[config.mk]
export PLATFORM = sky130hd
export DESIGN_NAME = crw_exit_judge
export DESIGN_NICKNAME = d
export VERILOG_FILES = /design/src/rtl/crw_pkg.sv /design/src/rtl/crw_cfg_regs.sv /design/src/rtl/crw_mask_judge.sv /design/src/rtl/crw_tgt_match.sv /design/src/rtl/crw_prio_track.sv /design/src/rtl/crw_exit_judge.sv
export SDC_FILE = /design/constraint.sdc
export NUM_CORES = 1
export LEC_CHECK = 0
export ABC_AREA = 1
export BUFFER_PORTS_ARGS = -buffer_cell sky130_fd_sc_hd__buf_4
export CAP_MARGIN = 10
export CORE_ASPECT_RATIO = 1.4
export CORE_MARGIN = 4
export CORE_UTILIZATION = 45
export CTS_CLUSTER_DIAMETER = 80
export DETAILED_ROUTE_END_ITERATION = 8
export PLACE_DENSITY = 0.71
export SETUP_SLACK_MARGIN = 0.05
export SLEW_MARGIN = 20
export SYNTH_ARGS = -nofsm -noshare
export SYNTH_HDL_FRONTEND = slang
export SYNTH_SLANG_ARGS = --single-unit
[constraint.sdc]
create_clock -name clk -period 1.32 [get_ports clk]
set_clock_uncertainty 0.1 [all_clocks]
set_input_delay 0.264 -clock clk [delete_from_list [all_inputs] [get_ports clk]]
set_output_delay 0.264 -clock clk [all_outputs]
set_load 0.01 [all_outputs]
[src/rtl/crw_pkg.sv]
package crw_pkg;
   typedef enum logic [2:0] {
      OP_CR0_WR = 3'd0,
      OP_CR4_WR = 3'd1,
      OP_CLTS   = 3'd2,
      OP_LMSW   = 3'd3,
      OP_CR3_WR = 3'd4,
      OP_CR8_WR = 3'd5
   } crw_op_e;

   localparam int unsigned A_CR0_MASK = 0;
   localparam int unsigned A_CR0_SHD  = 1;
   localparam int unsigned A_CR4_MASK = 2;
   localparam int unsigned A_CR4_SHD  = 3;
   localparam int unsigned A_TGT_CNT  = 4;
   localparam int unsigned A_CTRL     = 5;
   localparam int unsigned A_PRIO_THR = 6;
   localparam int unsigned A_PRIO_SHD = 7;
   localparam int unsigned A_TGT_BASE = 8;

   localparam int unsigned CTRL_CR8_EXIT = 0;
   localparam int unsigned CTRL_PRIO_EN  = 1;
endpackage

[src/rtl/crw_cfg_regs.sv]
module crw_cfg_regs
   import crw_pkg::*;
#(
   parameter int unsigned XLEN    = 32,
   parameter int unsigned NUM_TGT = 4,
   parameter int unsigned PRIO_W  = 4,
   parameter int unsigned ADDR_W  = 4,
   localparam int unsigned CNT_W  = $clog2(NUM_TGT + 1)
) (
   input  logic                           clk,
   input  logic                           rst_n,
   input  logic                           cfg_we,
   input  logic [ADDR_W-1:0]              cfg_addr,
   input  logic [XLEN-1:0]                cfg_wdata,
   output logic [XLEN-1:0]                cr0_mask,
   output logic [XLEN-1:0]                cr0_shd,
   output logic [XLEN-1:0]                cr4_mask,
   output logic [XLEN-1:0]                cr4_shd,
   output logic [CNT_W-1:0]               tgt_cnt,
   output logic [NUM_TGT-1:0][XLEN-1:0]   tgt_val,
   output logic                           cr8_exit_en,
   output logic                           prio_en,
   output logic [PRIO_W-1:0]              prio_thr
);
   function automatic logic hit(input int unsigned a);
      return cfg_we && (cfg_addr == ADDR_W'(a));
   endfunction

   always_ff @(posedge clk or negedge rst_n) begin
      if (!rst_n) begin
         cr0_mask    <= '0;
         cr0_shd     <= '0;
         cr4_mask    <= '0;
         cr4_shd     <= '0;
         tgt_cnt     <= '0;
         cr8_exit_en <= 1'b0;
         prio_en     <= 1'b0;
         prio_thr    <= '0;
      end else begin
         if (hit(A_CR0_MASK)) cr0_mask <= cfg_wdata;
         if (hit(A_CR0_SHD))  cr0_shd  <= cfg_wdata;
         if (hit(A_CR4_MASK)) cr4_mask <= cfg_wdata;
         if (hit(A_CR4_SHD))  cr4_shd  <= cfg_wdata;
         if (hit(A_TGT_CNT)) begin
            if (cfg_wdata > XLEN'(NUM_TGT)) tgt_cnt <= CNT_W'(NUM_TGT);
            else                            tgt_cnt <= cfg_wdata[CNT_W-1:0];
         end
         if (hit(A_CTRL)) begin
            cr8_exit_en <= cfg_wdata[CTRL_CR8_EXIT];
            prio_en     <= cfg_wdata[CTRL_PRIO_EN];
         end
         if (hit(A_PRIO_THR)) prio_thr <= cfg_wdata[PRIO_W-1:0];
      end
   end

   for (genvar i = 0; i < NUM_TGT; i++) begin : g_tgt
      always_ff @(posedge clk or negedge rst_n) begin
         if (!rst_n)                  tgt_val[i] <= '0;
         else if (hit(A_TGT_BASE + i)) tgt_val[i] <= cfg_wdata;
      end
   end
endmodule

[src/rtl/crw_mask_judge.sv]
module crw_mask_judge
   import crw_pkg::*;
#(
   parameter int unsigned XLEN = 32
) (
   input  logic [2:0]      op,
   input  logic [XLEN-1:0] src,
   input  logic [XLEN-1:0] cr0_mask,
   input  logic [XLEN-1:0] cr0_shd,
   input  logic [XLEN-1:0] cr4_mask,
   input  logic [XLEN-1:0] cr4_shd,
   output logic            exit_o
);
   localparam int unsigned TS_BIT = 3;
   localparam int unsigned NIB_W  = 4;

   logic [XLEN-1:0]  cr0_diff, cr4_diff;
   logic [NIB_W-1:1] nib_diff;
   logic             pe_set;

   assign cr0_diff = (src ^ cr0_shd) & cr0_mask;
   assign cr4_diff = (src ^ cr4_shd) & cr4_mask;
   assign nib_diff = (src[NIB_W-1:1] ^ cr0_shd[NIB_W-1:1]) & cr0_mask[NIB_W-1:1];
   // the nibble load can set bit 0 but never clear it
   assign pe_set   = cr0_mask[0] & src[0] & ~cr0_shd[0];

   always_comb begin
      unique case (op)
         OP_CR0_WR: exit_o = |cr0_diff;
         OP_CR4_WR: exit_o = |cr4_diff;
         OP_CLTS:   exit_o = cr0_mask[TS_BIT] & cr0_shd[TS_BIT];
         OP_LMSW:   exit_o = (|nib_diff) | pe_set;
         default:   exit_o = 1'b0;
      endcase
   end
endmodule

[src/rtl/crw_tgt_match.sv]
module crw_tgt_match #(
   parameter int unsigned XLEN    = 32,
   parameter int unsigned NUM_TGT = 4,
   localparam int unsigned CNT_W  = $clog2(NUM_TGT + 1)
) (
   input  logic [XLEN-1:0]              src,
   input  logic [CNT_W-1:0]             cnt,
   input  logic [NUM_TGT-1:0][XLEN-1:0] tgt_val,
   output logic                         miss
);
   logic [NUM_TGT-1:0] hit;

   for (genvar i = 0; i < NUM_TGT; i++) begin : g_cmp
      assign hit[i] = (CNT_W'(i) < cnt) && (tgt_val[i] == src);
   end

   assign miss = ~|hit;
endmodule

[src/rtl/crw_prio_track.sv]
module crw_prio_track #(
   parameter int unsigned PRIO_W = 4
) (
   input  logic              clk,
   input  logic              rst_n,
   input  logic              wr_fire,
   input  logic [PRIO_W-1:0] new_val,
   input  logic              cr8_exit_en,
   input  logic              prio_en,
   input  logic [PRIO_W-1:0] prio_thr,
   input  logic              cfg_ld,
   input  logic [PRIO_W-1:0] cfg_val,
   output logic              fault_o,
   output logic              trap_o
);
   logic [PRIO_W-1:0] shd_q;

   assign fault_o = wr_fire & cr8_exit_en;
   assign trap_o  = wr_fire & ~cr8_exit_en & prio_en &
                    (new_val < prio_thr) & (new_val < shd_q);

   always_ff @(posedge clk or negedge rst_n) begin
      if (!rst_n)                       shd_q <= '0;
      else if (wr_fire && !cr8_exit_en) shd_q <= new_val;
      else if (cfg_ld)                  shd_q <= cfg_val;
   end
endmodule

[src/rtl/crw_exit_judge.sv]
module crw_exit_judge
   import crw_pkg::*;
#(
   parameter int unsigned XLEN    = 32,
   parameter int unsigned NUM_TGT = 4,
   parameter int unsigned PRIO_W  = 4,
   parameter int unsigned ADDR_W  = 4
) (
   input  logic              clk,
   input  logic              rst_n,
   input  logic              cfg_we,
   input  logic [ADDR_W-1:0] cfg_addr,
   input  logic [XLEN-1:0]   cfg_wdata,
   input  logic              req_valid,
   input  logic [2:0]        req_op,
   input  logic [XLEN-1:0]   req_src,
   output logic              rsp_valid,
   output logic              exit_fault,
   output logic              exit_trap
);
   localparam int unsigned CNT_W = $clog2(NUM_TGT + 1);

   if (NUM_TGT < 1) begin : g_bad_tgt
      $error("NUM_TGT must be at least 1");
   end
   if (XLEN < 8 || PRIO_W > XLEN || PRIO_W < 1) begin : g_bad_width
      $error("XLEN must be >= 8 and PRIO_W in 1..XLEN");
   end
   if (A_TGT_BASE + NUM_TGT > (1 << ADDR_W)) begin : g_bad_addr
      $error("ADDR_W too small for the target list");
   end

   logic [XLEN-1:0]              cr0_mask, cr0_shd, cr4_mask, cr4_shd;
   logic [CNT_W-1:0]             tgt_cnt;
   logic [NUM_TGT-1:0][XLEN-1:0] tgt_val;
   logic                         cr8_exit_en, prio_en;
   logic [PRIO_W-1:0]            prio_thr;
   logic                         mask_exit, cr3_miss, cr8_fault, cr8_trap;
   logic                         fault_c;

   crw_cfg_regs #(
      .XLEN(XLEN), .NUM_TGT(NUM_TGT), .PRIO_W(PRIO_W), .ADDR_W(ADDR_W)
   ) i_cfg (
      .clk(clk), .rst_n(rst_n), .cfg_we(cfg_we), .cfg_addr(cfg_addr),
      .cfg_wdata(cfg_wdata), .cr0_mask(cr0_mask), .cr0_shd(cr0_shd),
      .cr4_mask(cr4_mask), .cr4_shd(cr4_shd), .tgt_cnt(tgt_cnt),
      .tgt_val(tgt_val), .cr8_exit_en(cr8_exit_en), .prio_en(prio_en),
      .prio_thr(prio_thr)
   );

   crw_mask_judge #(.XLEN(XLEN)) i_mask (
      .op(req_op), .src(req_src), .cr0_mask(cr0_mask), .cr0_shd(cr0_shd),
      .cr4_mask(cr4_mask), .cr4_shd(cr4_shd), .exit_o(mask_exit)
   );

   crw_tgt_match #(.XLEN(XLEN), .NUM_TGT(NUM_TGT)) i_tgt (
      .src(req_src), .cnt(tgt_cnt), .tgt_val(tgt_val), .miss(cr3_miss)
   );

   crw_prio_track #(.PRIO_W(PRIO_W)) i_prio (
      .clk(clk), .rst_n(rst_n),
      .wr_fire(req_valid && (req_op == OP_CR8_WR)),
      .new_val(req_src[PRIO_W-1:0]), .cr8_exit_en(cr8_exit_en),
      .prio_en(prio_en), .prio_thr(prio_thr),
      .cfg_ld(cfg_we && (cfg_addr == ADDR_W'(A_PRIO_SHD))),
      .cfg_val(cfg_wdata[PRIO_W-1:0]),
      .fault_o(cr8_fault), .trap_o(cr8_trap)
   );

   always_comb begin
      unique case (req_op)
         OP_CR3_WR: fault_c = cr3_miss;
         OP_CR8_WR: fault_c = cr8_fault;
         default:   fault_c = mask_exit;
      endcase
   end

   always_ff @(posedge clk or negedge rst_n) begin
      if (!rst_n) begin
         rsp_valid  <= 1'b0;
         exit_fault <= 1'b0;
         exit_trap  <= 1'b0;
      end else begin
         rsp_valid  <= req_valid;
         exit_fault <= req_valid & fault_c;
         exit_trap  <= req_valid & cr8_trap;
      end
   end
endmodule

==> reports/results.tsv <==
metric	value	unit
outcome	finished, violations left	
violated checks	negative hold slack, negative setup slack	
LEAKAGE	8.43	nW
maximum net fanout on the critical path	3	
hold wc startpoint	cfg_wdata[29]	
post-detailed-route wirelength per cell	16.1	µm
core area	29400	µm²
dominant cells by area after synthesis	sky130_fd_sc_hd__dfrtp_1, sky130_fd_sc_hd__nand2_1, sky130_fd_sc_hd__o21ai_0, sky130_fd_sc_hd__inv_1, sky130_fd_sc_hd__nand3_1	
fraction of met1 tracks used by global routing	28.6	%
synthesized-area fraction occupied by adder cells	0.559	%
share of cell area taken by muxes after synthesis	0	%
Max clock buf depth	3	
dominant combinational cell family by area after synthesis	simple AND/OR/NAND/NOR gates	
worst hold endpoint	i_cfg.tgt_val[61]	
gate count after technology mapping	1742	
met3 Use GR	2.38	%
Total Die Area	32700	µm²
library cells used by synthesis	34	
simple-gate share of the synthesized area	25.4	%
vias in the first global route	12100	
proportion of layout cells with a drive suffix above 1	17.3	%
estimated wirelength of the detail-placed design	27500	µm
post-detailed-routing wire length	38100	µm
number of remaining DRC errors	0	
time the final worst path needs with I/O delays and setup	1.75	ns
data required time of the critical path	1.67	ns
most frequent cells in the layout	sky130_fd_sc_hd__nand2_1, sky130_fd_sc_hd__dfrtp_1, sky130_fd_sc_hd__o21ai_0	
Layout Nets	2052	
xor/xnor share of the synthesized area	3.72	%
Worst Hold Class	in2reg	
DP Cell Count	2292	
minimum setup slack in the final design	-0.434	ns
hold violation total from the final report	1	
number of detailed-routing iterations run before antenna repair	5	
final cell count without fillers	2371	
most common cell after layout, fill and taps aside	sky130_fd_sc_hd__nand2_1	
pin count of the biggest net entering global routing	65	
warning count from the yosys run	0	
Synth top area share	50.7	%
fill cell total of the finished layout	2665	
setup-violating endpoint count in the final report	8	
Pins Over Slew Limit	0	
number of antenna violations at the first check in global routing	0	
beginning of the worst register-to-register path	i_cfg.tgt_val[30]	
wire length of the first global-routing pass	62700	µm
Avg Vias per Cell	5.09	
count of nets left with antenna violations after detail routing	0	
count of input and output buffers	77	
share of the clock period used by the worst path	133	%
DRC marker count from the first detailed-route iteration	717	
Boundary Pins	78	
Slew headroom	76.2	%
H-tree Lvls	1	
worst vdd rail ir drop	1110	µV
WP data arrival	2.10	ns
die width	154	µm
final worst hold slack	-0.0302	ns
type of element capturing the critical path	flip-flop	
WS Path Type	reg2reg	
clock input transition at the sequential cells of the worst setup and hold paths	0.06	ns
Tightest Pin Transition	0.356	ns
element type at the critical path start	flip-flop	
routability congestion estimate from global placement	0.937	
Syn Nets	1823	
CTS Buf Count	27	
FF-to-FF End	exit_fault	
clock tree from TritonCTS	built	
maximum clock frequency	570	MHz
Clk Latency, worst-skew pair	0.55	ns
share of the yosys chip area belonging to registers	50.7	%
Compound-Gate Fraction of Synth Area	11.4	%
cell type with the largest total area after synthesis	sky130_fd_sc_hd__dfrtp_1	
antenna diode count	0	
overflow left after global routing	0	
minimum setup slack among reg-to-reg paths	-0.43	ns
die outline height	212	µm
RSZ-0062 raised after global routing	true	
count of standard-cell rows	74	
signed area change from the synthesized netlist to the final layout	26.0	%
cell count of the worst hold path	3	
GR Util All Layers	23.8	%
#FFs+latches synth	272	
highest-utilization routing layer at the global route stage	met2	
PD cells	1460	nW/µm²
mean instance size in the synthesized netlist	7.71	µm²
CTS root buffer	sky130_fd_sc_hd__clkbuf_16	
grt met2 use	43.5	%
Initial Utilization	45.7	%
routed via count	12100	
Max-cap violations	0	
number of clock sinks	272	
Post-Syn Area	13400	µm²
reg2reg path depth	14	
[metrics by stage]
stage	power [mW]	setup TNS [ns]	utilization (%)	instance area (µm²)	setup slack (ns)
6_report	24.7	-1.83	57.6	16900	-0.434
5_1_grt	26.2	-2.43	57.6	16900	-0.536
4_1_cts	24.8	-2.10	57.5	16900	-0.385
3_5_place_dp	16.8	-23.60	53.4	15700	-0.542
3_3_place_gp	16.6	-19.00	53.4	15700	-0.555
2_1_floorplan	14.4	-0.245	-	13500	-0.139
[critical path, cell delays in order, from the launching register on]
cell and delay (ns):
sky130_fd_sc_hd__dfrtp_1 0.40, sky130_fd_sc_hd__inv_1 0.06, sky130_fd_sc_hd__nand2_1 0.05, sky130_fd_sc_hd__nand2_1 0.05, sky130_fd_sc_hd__nand2_1 0.04, sky130_fd_sc_hd__nor2_1 0.21, sky130_fd_sc_hd__nand3_1 0.10, sky130_fd_sc_hd__nor2_1 0.22
sky130_fd_sc_hd__nand3_1 0.11, sky130_fd_sc_hd__nand2_1 0.07, sky130_fd_sc_hd__inv_1 0.03, sky130_fd_sc_hd__nand3_1 0.05, sky130_fd_sc_hd__nand3_1 0.06, sky130_fd_sc_hd__nand2_1 0.06, sky130_fd_sc_hd__inv_1 0.03
[sequential cells by signal (all words and copies together), names as in the netlist]
register and cells:
exit_trap 1, i_cfg.cr0_mask 32, i_cfg.cr4_mask 32, i_cfg.cr0_shd 32
i_cfg.prio_thr 4, exit_fault 1, i_cfg.tgt_val 128, i_cfg.cr4_shd 32
i_cfg.prio_en 1, i_prio.shd_q 4, i_cfg.cr8_exit_en 1, rsp_valid 1
i_cfg.tgt_cnt 3
[synth_stat cells (all sizes together)]
cell / count
nand2: 582
dfrtp: 272
o21ai: 250
inv: 200
nor2: 113
nand3: 84
xnor2: 44
clkbuf: 41
a21oi: 35
buf: 33
nand4: 27
or2: 14
xor2: 13
nor3: 7
ha: 6
nor4: 4
o311ai: 4
nand3b: 3
a21boi: 2
o31ai: 2
a2111oi: 1
and3: 1
clkinv: 1
o211a: 1
o211ai: 1
o22ai: 1
[layer usage]
layer | wire [µm] | vias up
met5 | 0 | -
met4 | 1460 | 0
met3 | 1650 | 81
met2 | 20000 | 307
met1 | 15000 | 5723
li1 | - | 5951
[timing repair]
action                                 4_1_cts  5_1_grt
endpoints found under the hold margin      327        5
hold buffers                                30        2
setup endpoints to repair                    5       11
buffers inserted                             0        1
pin swaps                                    1        8
resized for setup                            9       12
[worst max path at each step]
stage,slack (ns),cells past startpoint,from,end
after global routing,-0.54,15,i_cfg.cr0_shd[31],exit_fault
final,-0.43,14,i_cfg.tgt_val[30],exit_fault
after floorplan,-0.14,14,req_src[7],exit_fault
after CTS,-0.38,13,i_cfg.cr0_shd[21],exit_fault
after global placement,-0.55,12,req_src[30],exit_fault
after detailed placement,-0.54,12,req_src[30],exit_fault
[area by class of cell]
| class | count | area [µm²] | share of cell area, % |
|---|---|---|---|
| Timing Repair Buffer | 274 | 2390 | 14.1 |
| Clock inverter | 9 | 105 | 0.621 |
| Clock buffer | 40 | 785 | 4.64 |
| Sequential cell | 272 | 6810 | 40.2 |
| Multi-Input combinational cell | 1195 | 5580 | 33.0 |
| Inverter | 201 | 766 | 4.53 |
| Tap cell | 380 | 475 | 2.81 |
[logic make-up (layout without fill, tap and decap cells)]
| logic type | after synthesis | in the layout |
|---|---|---|
| AND/OR/NAND/NOR | 835 | 835 |
| AO/OA/AOI/OAI | 297 | 297 |
| buffers and inverters | 275 | 524 |
| flip-flops | 272 | 272 |
| XOR/XNOR | 57 | 57 |
| adder cells (fa/ha/maj) | 6 | 6 |
[power breakdown]
group	leakage, nW	internal (mW)	switching, mW	total (mW)
logic	4.61	2.58	3.03	5.61
clock network	0.437	4.51	3.29	7.80
registers	3.38	10.1	1.16	11.3
Power figures use the tool's default switching activity.
